$ cat src/rtl/vstate_pkg.sv
package vstate_pkg;
  localparam int LEN_W = 6;
  localparam int SUB_W = 2;
  localparam int WORD_W = 32;

  typedef struct packed {
    logic [SUB_W-1:0] dsv;
    logic [SUB_W-1:0] ssv;
    logic [SUB_W-1:0] sub;
    logic [LEN_W-1:0] dst;
    logic [LEN_W-1:0] src;
    logic [LEN_W-1:0] vl;
    logic [LEN_W-1:0] mvl;
  } vstate_t;

  function automatic logic [WORD_W-1:0] vs_pack(vstate_t s);
    return {1'b0, s.dsv, s.ssv, 1'b0, s.sub, s.dst, s.src, s.vl, s.mvl};
  endfunction

  function automatic vstate_t vs_unpack(logic [WORD_W-1:0] w);
    vstate_t s;
    s.mvl = w[5:0];
    s.vl  = w[11:6];
    s.src = w[17:12];
    s.dst = w[23:18];
    s.sub = w[25:24];
    s.ssv = w[28:27];
    s.dsv = w[30:29];
    return s;
  endfunction
endpackage

$ cat src/rtl/vs_clamp.sv
module vs_clamp #(
  parameter int W = 6
) (
  input  logic [W-1:0] val,
  input  logic [W-1:0] lim,
  output logic [W-1:0] res
);
  always_comb begin
    res = (val > lim) ? lim : val;
  end
endmodule

$ cat src/rtl/vs_legalize.sv
module vs_legalize
  import vstate_pkg::*;
#(
  parameter int XLEN = 64
) (
  input  logic [WORD_W-1:0] raw,
  output vstate_t           legal
);
  localparam int CAP_EFF = (XLEN > (1 << LEN_W)) ? (1 << LEN_W) : ((XLEN < 1) ? 1 : XLEN);
  localparam logic [LEN_W-1:0] MVL_CAP = LEN_W'(CAP_EFF - 1);

  vstate_t in_s;
  logic unused_bits;
  assign in_s = vs_unpack(raw);
  assign unused_bits = ^{raw[31], raw[26]};

  logic [LEN_W-1:0] mvl_c, vl_c;

  // stage 1: maxvl against the word width
  vs_clamp #(.W(LEN_W)) u_mvl (.val(in_s.mvl), .lim(MVL_CAP), .res(mvl_c));
  // stage 2: vl against the new maxvl
  vs_clamp #(.W(LEN_W)) u_vl  (.val(in_s.vl),  .lim(mvl_c),   .res(vl_c));

  // stage 3: element offsets against the new vl
  logic [LEN_W-1:0] eo_in  [2];
  logic [LEN_W-1:0] eo_out [2];
  assign eo_in[0] = in_s.src;
  assign eo_in[1] = in_s.dst;

  // stage 3: subvector offsets against subvl
  logic [SUB_W-1:0] so_in  [2];
  logic [SUB_W-1:0] so_out [2];
  assign so_in[0] = in_s.ssv;
  assign so_in[1] = in_s.dsv;

  for (genvar g = 0; g < 2; g++) begin : g_offs
    vs_clamp #(.W(LEN_W)) u_eo (.val(eo_in[g]), .lim(vl_c),     .res(eo_out[g]));
    vs_clamp #(.W(SUB_W)) u_so (.val(so_in[g]), .lim(in_s.sub), .res(so_out[g]));
  end

  always_comb begin
    legal     = '0;
    legal.mvl = mvl_c;
    legal.vl  = vl_c;
    legal.src = eo_out[0];
    legal.dst = eo_out[1];
    legal.sub = in_s.sub;
    legal.ssv = so_out[0];
    legal.dsv = so_out[1];
  end
endmodule

$ cat src/rtl/vs_store.sv
module vs_store
  import vstate_pkg::*;
(
  input  logic    clk,
  input  logic    rst_n,
  input  logic    load,
  input  vstate_t d,
  output vstate_t q
);
  vstate_t q_nxt;

  always_comb begin
    q_nxt = q;
    if (load) q_nxt = d;
  end

  always_ff @(posedge clk or negedge rst_n) begin
    if (!rst_n) q <= '0;
    else        q <= q_nxt;
  end
endmodule

$ cat src/rtl/vstate_csr.sv
module vstate_csr
  import vstate_pkg::*;
#(
  parameter int XLEN = 64
) (
  input  logic              clk,
  input  logic              rst_n,
  input  logic              user_mode,
  input  logic              wr_en,
  input  logic [WORD_W-1:0] wr_data,
  output logic [WORD_W-1:0] rd_data
);
  localparam int CAP_EFF = (XLEN > (1 << LEN_W)) ? (1 << LEN_W) : ((XLEN < 1) ? 1 : XLEN);
  localparam logic [LEN_W-1:0] MVL_CAP = LEN_W'(CAP_EFF - 1);

  vstate_t legal_s, cur_s;
  logic    load;

  assign load = wr_en & user_mode;

  vs_legalize #(.XLEN(XLEN)) u_legal (.raw(wr_data), .legal(legal_s));
  vs_store u_store (.clk(clk), .rst_n(rst_n), .load(load), .d(legal_s), .q(cur_s));

  always_comb begin
    rd_data = '0;
    if (user_mode) rd_data = vs_pack(cur_s);
  end

  a_r3_mvl_cap: assert property (@(posedge clk) disable iff (!rst_n)
    cur_s.mvl <= MVL_CAP);
  a_r4_vl_le_mvl: assert property (@(posedge clk) disable iff (!rst_n)
    cur_s.vl <= cur_s.mvl);
  a_r5_offs_le_vl: assert property (@(posedge clk) disable iff (!rst_n)
    (cur_s.src <= cur_s.vl) && (cur_s.dst <= cur_s.vl));
  a_r7_svoffs_le_subvl: assert property (@(posedge clk) disable iff (!rst_n)
    (cur_s.ssv <= cur_s.sub) && (cur_s.dsv <= cur_s.sub));
  a_r9_gate_hold: assert property (@(posedge clk) disable iff (!rst_n)
    (!user_mode || !wr_en) |=> $stable(cur_s));
  a_r11_legal_kept: assert property (@(posedge clk) disable iff (!rst_n)
    (wr_en && user_mode && !wr_data[31] && !wr_data[26] &&
     (wr_data[5:0] <= MVL_CAP) && (wr_data[11:6] <= wr_data[5:0]) &&
     (wr_data[17:12] <= wr_data[11:6]) && (wr_data[23:18] <= wr_data[11:6]) &&
     (wr_data[28:27] <= wr_data[25:24]) && (wr_data[30:29] <= wr_data[25:24]))
    |=> (vs_pack(cur_s) == $past(wr_data)));
endmodule

$ cat config.mk
export PLATFORM = sky130hd
export DESIGN_NAME = vstate_csr
export DESIGN_NICKNAME = d
export VERILOG_FILES = /design/src/rtl/vstate_pkg.sv /design/src/rtl/vs_clamp.sv /design/src/rtl/vs_legalize.sv /design/src/rtl/vs_store.sv /design/src/rtl/vstate_csr.sv
export SDC_FILE = /design/constraint.sdc
export NUM_CORES = 1
export LEC_CHECK = 0
export CORE_UTILIZATION = 35
export DETAILED_ROUTE_END_ITERATION = 8
export DONT_BUFFER_PORTS = 1
export MAX_ROUTING_LAYER = met4
export PLACE_DENSITY = 0.48
export SYNTH_ARGS = -nofsm -noshare
export SYNTH_HDL_FRONTEND = slang
export SYNTH_SLANG_ARGS = --single-unit
$ cat constraint.sdc
create_clock -name clk -period 0.8 [get_ports clk]
set_input_delay 0.16 -clock clk [delete_from_list [all_inputs] [get_ports clk]]
set_output_delay 0.16 -clock clk [all_outputs]
set_load 0.05 [all_outputs]
==> run_results.csv <==
group,metric,value,unit
status,status,"complete, but fails checks",
status,violations,"hold timing, setup timing",
critical_path,r2r-start,"u_store.q[17]",
clocking,cts.sinks,30,
power,combPwrFrac,46.1,%
routing,num_vias,1820,
power,worst_ir_drop_vdd,886,µV
cells_and_area,top_register,"u_store.q",
sta,finalHoldViolations,30,
routing,dr.pass1.iters,4,
power,power.share.clock,20.1,%
critical_path,crit_start,"wr_data[5]",
flow_run,cap_violations,0,
sta,hold_ws,-434,ps
power,p_sw_share,37.5,%
critical_path,required,990,ps
routing,drtIter0Drc,74,
cells_and_area,mostFrequentLayoutCell,"nand2_1",
routing,wl,5.93,mm
floorplanning,die_x,78.3,µm
logic_synthesis,ys_warn_count,0,
clocking,cts_root_buf,"clkbuf_8",
logic_synthesis,synth_cell_types,28,
floorplanning,start_util,36.7,%
clocking,cts_hold_buf,2,
cells_and_area,syn_to_final_growth,48.6,%
logic_synthesis,synth-seq-cells,30,
critical_path,cp_top_family,"compound AO/OA/AOI/OAI gates",
grt,grt_max_degree,33,
placed_design,dpl.hpwl,4.25,mm
critical_path,critPathLaunchType,"primary input",
routing,drc_errors,0,
placed_design,io_buffers,0,
critical_path,worst-path-max-fanout,6,
critical_path,r2r_cells,3,
critical_path,regToRegSetupSlack,0,ps
floorplanning,rows,27,
sta,period_share,292,%
cells_and_area,final_area,3030,µm²
clocking,clk_path_buf_depth,2,
critical_path,arrival,2530,ps
critical_path,cp_cell_sequence,"inv_12 > ha_4 > nand4_4 > o221ai_4 > o21ai_4 > buf_12 > mux2i_4 > ha_1 > a21oi_1 > a21boi_1 > o32ai_2 > buf_4 > nand3_2 > o211ai_1",
cells_and_area,reg_top3,"u_store.q: 30 flops",
sta,skew,0,ps
cells_and_area,nNetsFinal,335,
logic_synthesis,syn_area,2040,µm²
critical_path,slowest_delay,340,ps
grt,antenna_found_initial,0,
floorplanning,coreArea,5540,µm²
critical_path,worstSetupEndpointType,"flip-flop",
cells_and_area,fillCellCount,512,
floorplanning,die_y,78.3,µm
sta,setup_viol,48,
logic_synthesis,synth_seq_area_share,36.9,%
power,p_leak,1.32,nW
cells_and_area,layout_common_cells,"nand2_1, buf_4, and2_4, dfrtp_1, ha_4",
sta,rsz0062_at_grt,"yes",
logic_synthesis,netlist_instances,235,
sta,max_freq,428,MHz
critical_path,path_class,"primary input to flip-flop",
routing,drtAntennaViolNets,0,
power,seqPwrFrac,33.9,%
logic_synthesis,avgSynthCellArea,8.66,µm²
critical_path,cp_slowest_cell,"ha_1",
critical_path,cp.depth,14,
cells_and_area,largest_reg_flops,30,
critical_path,r2r_end,"u_store.q[17]",
placed_design,place.gp.congestion,0.759,
cells_and_area,drive_above_1_share,47.3,%
sta,slew_violations,0,
clocking,h-tree-depth,2,
clocking,cts_tree,"done",
routing,routedWlPerCell,17.1,µm
clocking,cts_made_buffers,5,
cells_and_area,diodes,0,
grt,grt-ovfl-total,0,
power,power.switching,2.15,mW
critical_path,path_buf_inv,3,
clocking,clkTransAtPathRegs,70,ps
floorplanning,io_pins,68,
grt,grt_pass1_wl,9.32,mm
clocking,clk_latency,280,ps
critical_path,endpoint,"u_store.q[17]",
sta,setup_slack,-1540,ps
worst_hold_path,hold_class,"primary input to async pin",
sta,period_needed,2340,ps
placed_design,placed_area,2480,µm²
power,p_per_area,1900,nW/µm²
grt,grt_util_all_layers,20.7,%
routing,viasPerCell,5.24,
power,p_int,3.59,mW
grt,first_global_vias,1848,
floorplanning,dieArea,6130,µm²
power by group through the flow:
| stage | Combinational (mW) | Sequential (mW) | Clock (mW) |
|---|---|---|---|
| 2_1_floorplan | 1.72 | 1.92 | 0 |
| 3_3_place_gp | 2.01 | 1.96 | 0 |
| 3_5_place_dp | 2.06 | 1.97 | 0 |
| 4_1_cts | 2.45 | 1.94 | 1.18 |
| 5_1_grt | 2.84 | 1.97 | 1.26 |
| 6_report | 2.64 | 1.94 | 1.15 |
cell usage after synthesis (all sizes together):
cell / count / area [µm²]
a21boi: 2 / 15.0
a21oi: 9 / 45.0
a22oi: 1 / 7.51
and2: 31 / 194
buf: 4 / 25.0
clkbuf: 9 / 33.8
conb: 1 / 3.75
dfrtp: 30 / 751
ha: 24 / 300
inv: 16 / 60.1
mux2i: 7 / 70.1
nand2: 45 / 169
nand3: 15 / 75.1
nand4: 3 / 25.0
nor2: 4 / 15.0
nor2b: 1 / 6.26
o211ai: 12 / 90.1
o21ai: 14 / 73.8
o221ai: 1 / 15.0
o311ai: 1 / 8.76
o31ai: 1 / 7.51
o32ai: 2 / 32.5
or2: 2 / 12.5
cell type report:
cell class / instances / area [µm²] / share of cell area, %
multi-input combinational: 177 / 1590 / 52.7
sequential: 30 / 751 / 24.8
timing repair buffer: 45 / 402 / 13.3
inverter: 16 / 113 / 3.72
tap: 72 / 90.1 / 2.98
clock buffer: 7 / 76.3 / 2.52
logic make-up after synthesis:
family | after synthesis | synth area share (%)
other | 1 | 0.184
adders and majority gates | 24 | 14.8
and+or+nand+nor | 101 | 24.4
muxes | 7 | 3.44
DFF | 30 | 36.9
AOI/OAI and AO/OA | 43 | 14.5
buffers and inverters | 29 | 5.84
stage by stage:
step / util, % / cells / TNS (ps) / setup slack, ps / power (mW)
2_1_floorplan: - / 236 / -24770 / -1740 / 3.64
3_3_place_gp: 44.7 / 315 / -28030 / -1950 / 3.97
5_1_grt: 54.6 / 347 / -31370 / -1680 / 6.07
3_5_place_dp: 44.7 / 315 / -29680 / -2080 / 4.03
6_report: 54.6 / 347 / -28540 / -1540 / 5.74
4_1_cts: 51.5 / 339 / -28520 / -1530 / 5.58
worst register-to-register path: cells and delay by family, from the launching register on:
family,cells,cell delay [ps]
flip-flops,1,390
buffers and inverters,1,130
AO/OA/AOI/OAI,1,90
AND/OR/NAND/NOR,1,60
repair_timing:
| item | in CTS | in global routing |
|---|---|---|
| setup endpoints to repair | 48 | 50 |
| buffers inserted | 18 | 9 |
| resized for setup | 40 | 22 |
| pin swaps | 38 | 29 |
| endpoints found under the hold margin | 32 | 30 |
per-layer routing:
layer  share of wire [%]  track usage [%]
met5                   0                -
met4                 1.4             7.04
met3                 6.5             5.47
met2                  51             34.0
met1                  41             24.4
worst min-delay path by stage:
stage / endpoint / from / slack, ps
floorplan: u_store.q[0] / rst_n / -140
global route: u_store.q[25] / rst_n / -450
finish: u_store.q[25] / rst_n / -430
detailed placement: u_store.q[22] / rst_n / -130
CTS: u_store.q[25] / rst_n / -440
global placement: u_store.q[22] / rst_n / -130
(Power assumes the default switching activity.)
